### src/rtl/idxblk_pkg.sv
package idxblk_pkg;
  localparam int IDX_W    = 3;
  localparam int REG_N    = 1 << IDX_W;
  localparam int CFG_N    = 4;
  localparam int CFG_AW   = $clog2(CFG_N);
  localparam int BC_W     = 5;
  localparam int RSV_IDX  = 4;
  localparam int VEND_IDX = 5;
  localparam int DEV_IDX  = 6;
  localparam int CNT_IDX  = REG_N - 1;

  typedef struct packed {
    logic shiftRx;
    logic setIdx;
    logic writeReg;
    logic loadCnt;
    logic loadData;
    logic shiftTx;
  } strobe_t;

  typedef enum logic [2:0] {ST_IDLE, ST_RX, ST_ACK, ST_TX, ST_HACK} state_t;
  typedef enum logic [1:0] {K_ADDR, K_IDX, K_CNT, K_DATA} kind_t;
endpackage

### src/rtl/idxblk_deglitch.sv
module idxblk_deglitch #(
  parameter int FILT_LEN = 3
) (
  input  logic clk,
  input  logic rstN,
  input  logic raw,
  output logic level
);
  localparam int CW = $clog2(FILT_LEN + 1);

  logic syncA, syncB;
  logic [CW-1:0] runLen;

  always_ff @(posedge clk or negedge rstN) begin
    if (!rstN) begin
      syncA  <= 1'b1;
      syncB  <= 1'b1;
      level  <= 1'b1;
      runLen <= '0;
    end else begin
      syncA <= raw;
      syncB <= syncA;
      if (syncB != level) begin
        if (runLen == CW'(FILT_LEN - 1)) begin
          level  <= syncB;
          runLen <= '0;
        end else begin
          runLen <= runLen + 1'b1;
        end
      end else begin
        runLen <= '0;
      end
    end
  end
endmodule

### src/rtl/idxblk_datapath.sv
module idxblk_datapath
  import idxblk_pkg::*;
#(
  parameter int                  FILT_LEN    = 3,
  parameter logic [6:0]          ADDR_BASE   = 7'h6B,
  parameter logic [CFG_N*8-1:0]  CFG_RST     = 32'hC7FF6EFF,
  parameter logic [7:0]          VENDOR_BYTE = 8'h01,
  parameter logic [7:0]          DEVICE_BYTE = 8'h85,
  parameter logic [BC_W-1:0]     BC_RST      = 5'd8
) (
  input  logic               clk,
  input  logic               rstN,
  input  logic               sclRaw,
  input  logic               sdaRaw,
  input  logic [1:0]         strapCode,
  input  strobe_t            strb,
  output logic               sclRise,
  output logic               sclFall,
  output logic               startSeen,
  output logic               stopSeen,
  output logic               sdaLvl,
  output logic               addrHit,
  output logic               rwBit,
  output logic               txMsb,
  output logic [IDX_W-1:0]   idx,
  output logic [6:0]         devAddr,
  output logic [CFG_N*8-1:0] cfgBytes
);
  logic [1:0] rawBus, lvl;
  logic       sclPrev, sdaPrev;
  logic       strapLocked;
  logic [7:0] rxShift, txShift, readByte;
  logic [CFG_N-1:0][7:0] cfgReg;
  logic [BC_W-1:0] bcReg;

  assign rawBus = {sdaRaw, sclRaw};

  for (genvar g = 0; g < 2; g++) begin : g_line
    idxblk_deglitch #(.FILT_LEN(FILT_LEN)) u_flt (
      .clk(clk), .rstN(rstN), .raw(rawBus[g]), .level(lvl[g])
    );
  end

  assign sdaLvl    = lvl[1];
  assign sclRise   = lvl[0] & ~sclPrev;
  assign sclFall   = ~lvl[0] & sclPrev;
  assign startSeen = lvl[0] & sclPrev & sdaPrev & ~lvl[1];
  assign stopSeen  = lvl[0] & sclPrev & ~sdaPrev & lvl[1];
  assign addrHit   = (rxShift[7:1] == devAddr);
  assign rwBit     = rxShift[0];
  assign txMsb     = txShift[7];
  assign cfgBytes  = cfgReg;

  always_comb begin
    readByte = 8'h00;
    if (idx < IDX_W'(CFG_N))            readByte = cfgReg[idx[CFG_AW-1:0]];
    else if (idx == IDX_W'(VEND_IDX))   readByte = VENDOR_BYTE;
    else if (idx == IDX_W'(DEV_IDX))    readByte = DEVICE_BYTE;
    else if (idx == IDX_W'(CNT_IDX))    readByte = {{(8-BC_W){1'b0}}, bcReg};
  end

  always_ff @(posedge clk or negedge rstN) begin
    if (!rstN) begin
      sclPrev     <= 1'b1;
      sdaPrev     <= 1'b1;
      strapLocked <= 1'b0;
      devAddr     <= ADDR_BASE;
      rxShift     <= '0;
      txShift     <= '1;
      idx         <= '0;
      cfgReg      <= CFG_RST;
      bcReg       <= BC_RST;
    end else begin
      sclPrev <= lvl[0];
      sdaPrev <= lvl[1];
      if (!strapLocked) begin
        strapLocked <= 1'b1;
        devAddr     <= ADDR_BASE + 7'(strapCode[1] ? 2'd2 : {1'b0, strapCode[0]});
      end
      if (strb.shiftRx) rxShift <= {rxShift[6:0], lvl[1]};
      if (strb.loadCnt)       txShift <= {{(8-BC_W){1'b0}}, bcReg};
      else if (strb.loadData) txShift <= readByte;
      else if (strb.shiftTx)  txShift <= {txShift[6:0], 1'b1};
      if (strb.writeReg) begin
        if (idx < IDX_W'(CFG_N))          cfgReg[idx[CFG_AW-1:0]] <= rxShift;
        else if (idx == IDX_W'(CNT_IDX))  bcReg <= rxShift[BC_W-1:0];
      end
      if (strb.setIdx)                         idx <= rxShift[IDX_W-1:0];
      else if (strb.writeReg || strb.loadData) idx <= idx + 1'b1;
    end
  end
endmodule

### src/rtl/idxblk_control.sv
module idxblk_control
  import idxblk_pkg::*;
(
  input  logic    clk,
  input  logic    rstN,
  input  logic    refActive,
  input  logic    sclRise,
  input  logic    sclFall,
  input  logic    startSeen,
  input  logic    stopSeen,
  input  logic    sdaLvl,
  input  logic    addrHit,
  input  logic    rwBit,
  input  logic    txMsb,
  output strobe_t strb,
  output logic    sdaOe,
  output logic    ctlIdle
);
  state_t     state, stN;
  kind_t      kind, kN;
  logic [3:0] bitCnt, bN;
  logic       readMode, rmN, hostAck, haN;

  always_comb begin
    stN  = state;
    kN   = kind;
    bN   = bitCnt;
    rmN  = readMode;
    haN  = hostAck;
    strb = '0;
    if (!refActive || stopSeen) begin
      stN = ST_IDLE;
      bN  = '0;
    end else if (startSeen) begin
      stN = ST_RX;
      kN  = K_ADDR;
      bN  = '0;
      rmN = 1'b0;
    end else begin
      case (state)
        ST_RX: begin
          if (sclRise && bitCnt != 4'd8) begin
            strb.shiftRx = 1'b1;
            bN = bitCnt + 4'd1;
          end else if (sclFall && bitCnt == 4'd8) begin
            bN  = '0;
            stN = ST_ACK;
            case (kind)
              K_ADDR:  if (!addrHit) stN = ST_IDLE; else rmN = rwBit;
              K_IDX:   strb.setIdx = 1'b1;
              K_DATA:  strb.writeReg = 1'b1;
              default: ;
            endcase
          end
        end
        ST_ACK: begin
          if (sclFall) begin
            if (readMode) begin
              strb.loadCnt = 1'b1;
              stN = ST_TX;
              bN  = '0;
            end else begin
              stN = ST_RX;
              kN  = (kind == K_ADDR) ? K_IDX : ((kind == K_IDX) ? K_CNT : K_DATA);
            end
          end
        end
        ST_TX: begin
          if (sclFall) begin
            if (bitCnt == 4'd7) begin
              stN = ST_HACK;
              bN  = '0;
            end else begin
              strb.shiftTx = 1'b1;
              bN = bitCnt + 4'd1;
            end
          end
        end
        ST_HACK: begin
          if (sclRise) begin
            haN = ~sdaLvl;
          end else if (sclFall) begin
            if (hostAck) begin
              strb.loadData = 1'b1;
              stN = ST_TX;
            end else begin
              stN = ST_IDLE;
            end
          end
        end
        default: ;
      endcase
    end
  end

  always_ff @(posedge clk or negedge rstN) begin
    if (!rstN) begin
      state    <= ST_IDLE;
      kind     <= K_ADDR;
      bitCnt   <= '0;
      readMode <= 1'b0;
      hostAck  <= 1'b0;
    end else begin
      state    <= stN;
      kind     <= kN;
      bitCnt   <= bN;
      readMode <= rmN;
      hostAck  <= haN;
    end
  end

  assign sdaOe   = (state == ST_ACK) || (state == ST_TX && !txMsb);
  assign ctlIdle = (state == ST_IDLE);
endmodule

### src/rtl/idxblk_target.sv
module idxblk_target
  import idxblk_pkg::*;
#(
  parameter int FILT_LEN = 3
) (
  input  logic               clk,
  input  logic               rstN,
  input  logic               refActive,
  input  logic [1:0]         strapCode,
  input  logic               sclIn,
  input  logic               sdaIn,
  output logic               sdaOe,
  output logic [CFG_N*8-1:0] cfgBytes
);
  strobe_t          strb;
  logic             sclRise, sclFall, startSeen, stopSeen, sdaLvl;
  logic             addrHit, rwBit, txMsb, ctlIdle;
  logic [IDX_W-1:0] idx;
  logic [6:0]       devAddr;

  idxblk_datapath #(.FILT_LEN(FILT_LEN)) u_dp (
    .clk(clk), .rstN(rstN), .sclRaw(sclIn), .sdaRaw(sdaIn), .strapCode(strapCode),
    .strb(strb), .sclRise(sclRise), .sclFall(sclFall), .startSeen(startSeen),
    .stopSeen(stopSeen), .sdaLvl(sdaLvl), .addrHit(addrHit), .rwBit(rwBit),
    .txMsb(txMsb), .idx(idx), .devAddr(devAddr), .cfgBytes(cfgBytes)
  );

  idxblk_control u_ctl (
    .clk(clk), .rstN(rstN), .refActive(refActive), .sclRise(sclRise),
    .sclFall(sclFall), .startSeen(startSeen), .stopSeen(stopSeen), .sdaLvl(sdaLvl),
    .addrHit(addrHit), .rwBit(rwBit), .txMsb(txMsb), .strb(strb),
    .sdaOe(sdaOe), .ctlIdle(ctlIdle)
  );
endmodule

### config.mk
export PLATFORM = sky130hd
export DESIGN_NAME = idxblk_target
export DESIGN_NICKNAME = d
export VERILOG_FILES = /design/src/rtl/idxblk_pkg.sv /design/src/rtl/idxblk_deglitch.sv /design/src/rtl/idxblk_datapath.sv /design/src/rtl/idxblk_control.sv /design/src/rtl/idxblk_target.sv
export SDC_FILE = /design/constraint.sdc
export NUM_CORES = 1
export LEC_CHECK = 0
export BUFFER_PORTS_ARGS = -buffer_cell sky130_fd_sc_hd__buf_2
export CAP_MARGIN = 20
export CORE_UTILIZATION = 54
export DETAILED_ROUTE_END_ITERATION = 6
export PLACE_DENSITY = 0.76
export SLEW_MARGIN = 20
export SYNTH_ARGS = -nofsm -noshare
export SYNTH_HDL_FRONTEND = slang
export SYNTH_HIERARCHICAL = 1
export SYNTH_SLANG_ARGS = --single-unit
### constraint.sdc
create_clock -name clk -period 2.3 [get_ports clk]
set_input_delay 0.23 -clock clk [delete_from_list [all_inputs] [get_ports clk]]
set_output_delay 0.23 -clock clk [all_outputs]
set_load 0.005 [all_outputs]
==> reports/results.tsv, run 1 <==
metric	value	unit
Worst Setup Path Type	register to register	
Final WS setup	0.0179	ns
core area	7690	sq um
PD cells	651	nW/um^2
Leak	2.34	nW
Worst R2R Setup Slack	0.02	ns
Fin. Hold Viols	0	
HPWL after DPL	6.40	mm
# rows	32	
Warnings, synthesis	6	
CTS Buffer Depth	2	
setup violators final	0	
Clock Tree Root	clkbuf_8	
post-synthesis cell count	360	
initial core utilization	0.557	
minimum clock period	2.28	ns
worst hold margin	0.154	ns
CTS tree	done	
peak supply drop	0.465	mV
# DRC	0	
initial antenna violation count	0	
worst path arrival time	2.55	ns
Ports	40	
DR iter-0 viols	221	
vias in the first global route	2985	
Die Height	91.1	um
synthesized cell area	4280	sq um
Clock Pin Slew Worst Setup and Hold Paths	0.09	ns
Final Cycle Share	0.992	
post-route insts no fill	537	
Placed Cells	515	
max-cap check violation count	0	
clock sink count	83	
crit end category	register	
CTS buffer count	9	
relative slew slack	0.580	
IO Port Bufs	39	
largest net degree at the start of global routing	48	
f_max	438	MHz
GRT overflow	0	
routability cong.	0.847	
Mapped Nets	374	
fin. max-slew vios	0	
crit-path max FO	7	
remaining antenna violation count	0	
DR vias/cell	5.65	
Nets	444	
first-pass GRT wire length	15.1	mm
Vias	3036	
wire per inst	17.1	um
Routed WL	9.16	mm
die width	91.1	um
clk_lat worst skew	0.35	ns
P&R area growth vs syn	18.5	%
RSZ-0062 raised after global routing	true	
drt pass-1 iters	4	
number of diodes	0	
Worst EP required	2.57	ns
GRT Util Overall	0.233	
skew final	0.0121	ns
Worst Setup Start Kind	register	
H-tree Lvls	3	
status	finished, final reports clean	
worst hold path type	primary input to register	
Post-Syn Area per Cell	11.9	sq um
die area	8290	sq um
layout cells sized above 1	0.494	
DP Worst Slack	0.0291	ns
Slew @ Worst Pin	0.631	ns
## area by class of cell
type / instances / area, sq um
Fill cell: 602 / 2610
Clock inverter: 6 / 47.5
Multi-Input combinational cell: 241 / 2050
Tap cell: 102 / 128
Clock buffer: 10 / 138
Inverter: 16 / 60.1
Timing Repair Buffer: 79 / 518
Sequential cell: 83 / 2130
## placed cells by master, fill, tap and decap left out, drive strengths merged, types with 5 or more instances in the layout
cell and n:
buf 76, mux2 49, dfstp 45, dfrtp 38, a21oi 20, nand2 19, inv 18, nor2 15
mux2i 14, nor3 14, clkbuf 10, o21ai 9, nor2b 8, ha 7, nor3b 7, nand3b 6
nand2b 6, o211ai 5, nor4 5
## path summary, 6_finish.rpt
kind                                       startpoint  cells after the start                    endpoint
setup / recovery                         u_dp/sclPrev                     11             u_dp/txShift[3]
hold / removal                           strapCode[1]                      3             u_dp/devAddr[0]
setup reg to reg                         u_dp/sclPrev                     11             u_dp/txShift[3]
hold reg to reg            u_dp/g_line[1].u_flt/syncA                      0  u_dp/g_line[1].u_flt/syncB
max in group asynchronous                        rstN                      3           u_dp/cfgBytes[14]
min in group asynchronous                        rstN                      2             u_ctl/bitCnt[3]
## metal layers
| metal | track usage | part of all wire | vias up | wire (um) |
|---|---|---|---|---|
| met5 | 0 | 0 | - | 0 |
| met4 | 0.0807 | 0.010 | 0 | 95 |
| met3 | 0.0402 | 0.032 | 7 | 294 |
| met2 | 0.359 | 0.48 | 59 | 4390 |
| met1 | 0.335 | 0.48 | 1522 | 4380 |
| li1 | - | - | 1448 | - |
## worst max-delay path, stage by stage, from the launching register on
cell	delay (ns)
dfstp_2	0.55
nand2_1	0.10
nor3b_2	0.23
nand2b_4	0.20
nor2_4	0.04
nand2_2	0.09
nor4b_2	0.05
buf_4	0.16
or3b_4	0.24
nor2_1	0.05
a2111oi_1	0.35
a21oi_1	0.14
## flip-flops by register name, indices dropped and copies added (netlist names), 2 cells and up
name and cells:
u_dp/devAddr 3, u_dp/rxShift 8, u_ctl/bitCnt 4, u_dp/cfgBytes 32
u_dp/bcReg 5, u_ctl/kind 2, u_dp/g_line.u_flt/level 2, u_dp/g_line.u_flt/syncA 2
u_dp/txShift 8, u_dp/idx 3, u_dp/g_line.u_flt/runLen 4, u_ctl/state 3
u_dp/g_line.u_flt/syncB 2
## per-stage QoR
step	cell area [sq um]	util	power, mW	setup TNS [ns]
2_1_floorplan	4320	-	2.10	-0.0494
3_3_place_gp	4790	0.624	2.29	0
3_5_place_dp	4790	0.624	2.31	0
4_1_cts	5010	0.652	3.30	0
5_1_grt	5080	0.660	3.44	-0.249
6_report	5080	0.660	3.30	0
## power by group
part | switching [mW] | internal [mW] | leakage [nW]
combinational | 0.324 | 0.304 | 1.28
sequential | 0.0950 | 1.59 | 0.970
clock | 0.558 | 0.429 | 0.0815
total | 0.977 | 2.33 | 2.34
## repair_timing
item,4_1_cts,5_1_grt
endpoints found under the setup margin,3,26
hold buffers,3,0
pin swaps,0,5
endpoints found under the hold margin,29,0
resized for setup,1,8
setup buffers,0,3
(Power assumes the default switching activity.)
==> inputs of run 2 (changes only) <==
==> constraint.sdc (replaced) <==
create_clock -name clk -period 2.3 [get_ports clk]
set_input_delay 0.345 -clock clk [delete_from_list [all_inputs] [get_ports clk]]
set_output_delay 0.345 -clock clk [all_outputs]
set_load 0.005 [all_outputs]
==> reports/results.tsv, run 2 (synthesis results as in run 1) <==
metric	value	unit	change
status	finished, final reports clean		
max-cap check violation count	0		unchanged
# rows	32		unchanged
worst path arrival time	2.51	ns	-0.04 ns
Comb power frac	0.190		about the same
Leak	2.32	nW	-0.61%
Clock power frac	0.294		-0.005
CTS tree	done		
Design Area, Final	5050	sq um	-0.49%
minimum clock period	2.27	ns	-0.0141 ns
crit-path max FO	8		+1
clock sink count	83		unchanged
skew final	0.0105	ns	-0.00164 ns
drt pass-1 iters	4		unchanged
GRT Util Overall	0.234		+0.000364
PD cells	650	nW/um^2	-0.11%
most common cell after layout, fill and taps aside	mux2_2		
H-tree Lvls	3		unchanged
number of diodes	0		unchanged
setup TNS	0	ns	unchanged
HPWL after DPL	6.50	mm	+1.5%
DR vias/cell	5.75		+1.7%
RSZ-0062 raised after global routing	true		
Slew @ Worst Pin	0.529	ns	-0.101 ns
DR iter-0 viols	169		-24%
die area	8290	sq um	unchanged
dpl cell area	4790	sq um	unchanged
Top Usage Layer GRT	met2		
Worst Setup Path Type	register to register		
Placed Cells	515		unchanged
die width	91.1	um	unchanged
worst hold path type	primary input to register		
DP Worst Slack	0.0463	ns	+0.0172 ns
Nets	441		-0.68%
clk_lat worst skew	0.35	ns	about the same
crit end category	register		
IO Port Bufs	39		unchanged
Final WS setup	0.0320	ns	+0.0141 ns
GRT overflow	0		unchanged
Switching Fraction	0.301		+0.00503
setup violators final	0		unchanged
Worst R2R Setup Slack	0.03	ns	about the same
met2 Use GR	0.377		+0.0177
WHS Path Cells	1		-2
Fin. Hold Viols	0		unchanged
routability cong.	0.851		+0.44%
CTS buffer count	9		unchanged
initial core utilization	0.557		unchanged
Final Cycle Share	0.986		-0.00613
most frequent cells in the layout	mux2_2, dfstp_2, buf_2, dfrtp_1, buf_4		
Worst Hold End	u_dp/g_line[0].u_flt/syncA		
worst hold margin	0.0803	ns	-0.0733 ns
Routed WL	9.26	mm	+1.1%
vias in the first global route	3042		+1.9%
Worst EP required	2.54	ns	-0.03 ns
min-delay src	sclIn		
Internal	2.30	mW	-1.3%
first-pass GRT wire length	15.1	mm	+0.60%
Worst Setup Start Kind	register		
Ports	40		unchanged
# DRC	0		unchanged
Vias	3069		+1.1%
worst reg2reg path depth	9		-2
final core utilization	0.657		-0.00326
remaining antenna violation count	0		unchanged
peak supply drop	0.571	mV	+23%
layout cells sized above 1	0.495		+0.00112
f_max	441	MHz	+0.62%
largest net degree at the start of global routing	41		-15%
Tot Pwr	3.28	mW	-0.60%
r2r startpoint	u_ctl/bitCnt[0]		
core area	7690	sq um	unchanged
wire per inst	17.3	um	+1.7%
Clock Pin Slew Worst Setup and Hold Paths	0.09	ns	about the same
CTS Buffer Depth	2		unchanged
relative slew slack	0.647		+0.0676
Largest register FFs	32		unchanged
M1 GR Usage	0.318		-0.0167
initial antenna violation count	0		unchanged
Reg2Reg Capture Point	u_dp/cfgBytes[8]		
post-route insts no fill	534		-0.56%
fin. max-slew vios	0		unchanged
Clock Tree Root	clkbuf_8		
net switching power	987	uW	+1.1%
Die Height	91.1	um	unchanged
GR Util met3	0.0360		-0.00419
P&R area growth vs syn	17.9	%	
sequential share of power	0.515		+0.004
[run 2: what timing repair did]
| action | CTS | global route |
|---|---|---|
| gates resized for setup | 0 | 11 |
| hold endpoints to repair | 24 | 0 |
| endpoints found under the setup margin | 0 | 36 |
| setup buffers | 0 | 2 |
| hold buffers | 1 | 0 |
[run 2: power by group through the flow]
stage	combinational (mW)	sequential, mW	clock (mW)
2_1_floorplan	0.390	1.71	0
3_3_place_gp	0.584	1.71	0
3_5_place_dp	0.601	1.72	0
4_1_cts	0.606	1.69	0.984
5_1_grt	0.672	1.71	1.04
6_report	0.625	1.69	0.967
[run 2: final cells by class]
| class | instances | area [sq um] |
|---|---|---|
| inverters | 16 | 60.1 |
| clock inverters | 6 | 48.8 |
| clock buffers | 10 | 128 |
| well taps | 102 | 128 |
| fillers | 572 | 2640 |
| multi-input cells | 241 | 2060 |
| repair buffers | 76 | 490 |
| flip-flops and latches | 83 | 2130 |
[run 2: metal layers]
metal  vias to the layer above  share of wire
li1                       1442              -
met1                      1549           0.46
met2                        62           0.49
met3                        16          0.033
met4                         0          0.018
met5                         -              0
[run 2: critical path: stages (launching register included)]
cell and delay (ns):
dfrtp_1 0.45, inv_1 0.08, ha_1 0.17, nand3b_2 0.10
nor2_1 0.17, nand4_1 0.18, nor2_1 0.15, nor2b_2 0.29
nand2_2 0.23, mux2_2 0.32
[run 2: worst max-delay path by stage]
stage / start / to / slack (ns) / depth (start not counted)
after CTS: u_ctl/state[2] / u_dp/cfgBytes[15] / 0.003 / 7
after global placement: u_dp/sclPrev / u_dp/cfgBytes[8] / 0.06 / 7
after detailed placement: u_ctl/state[2] / u_dp/cfgBytes[15] / 0.05 / 7
after global routing: u_ctl/bitCnt[0] / u_dp/cfgBytes[27] / -0.13 / 9
after floorplan: u_dp/sdaPrev / u_dp/txShift[1] / -0.02 / 11
final: u_ctl/bitCnt[0] / u_dp/cfgBytes[8] / 0.03 / 9
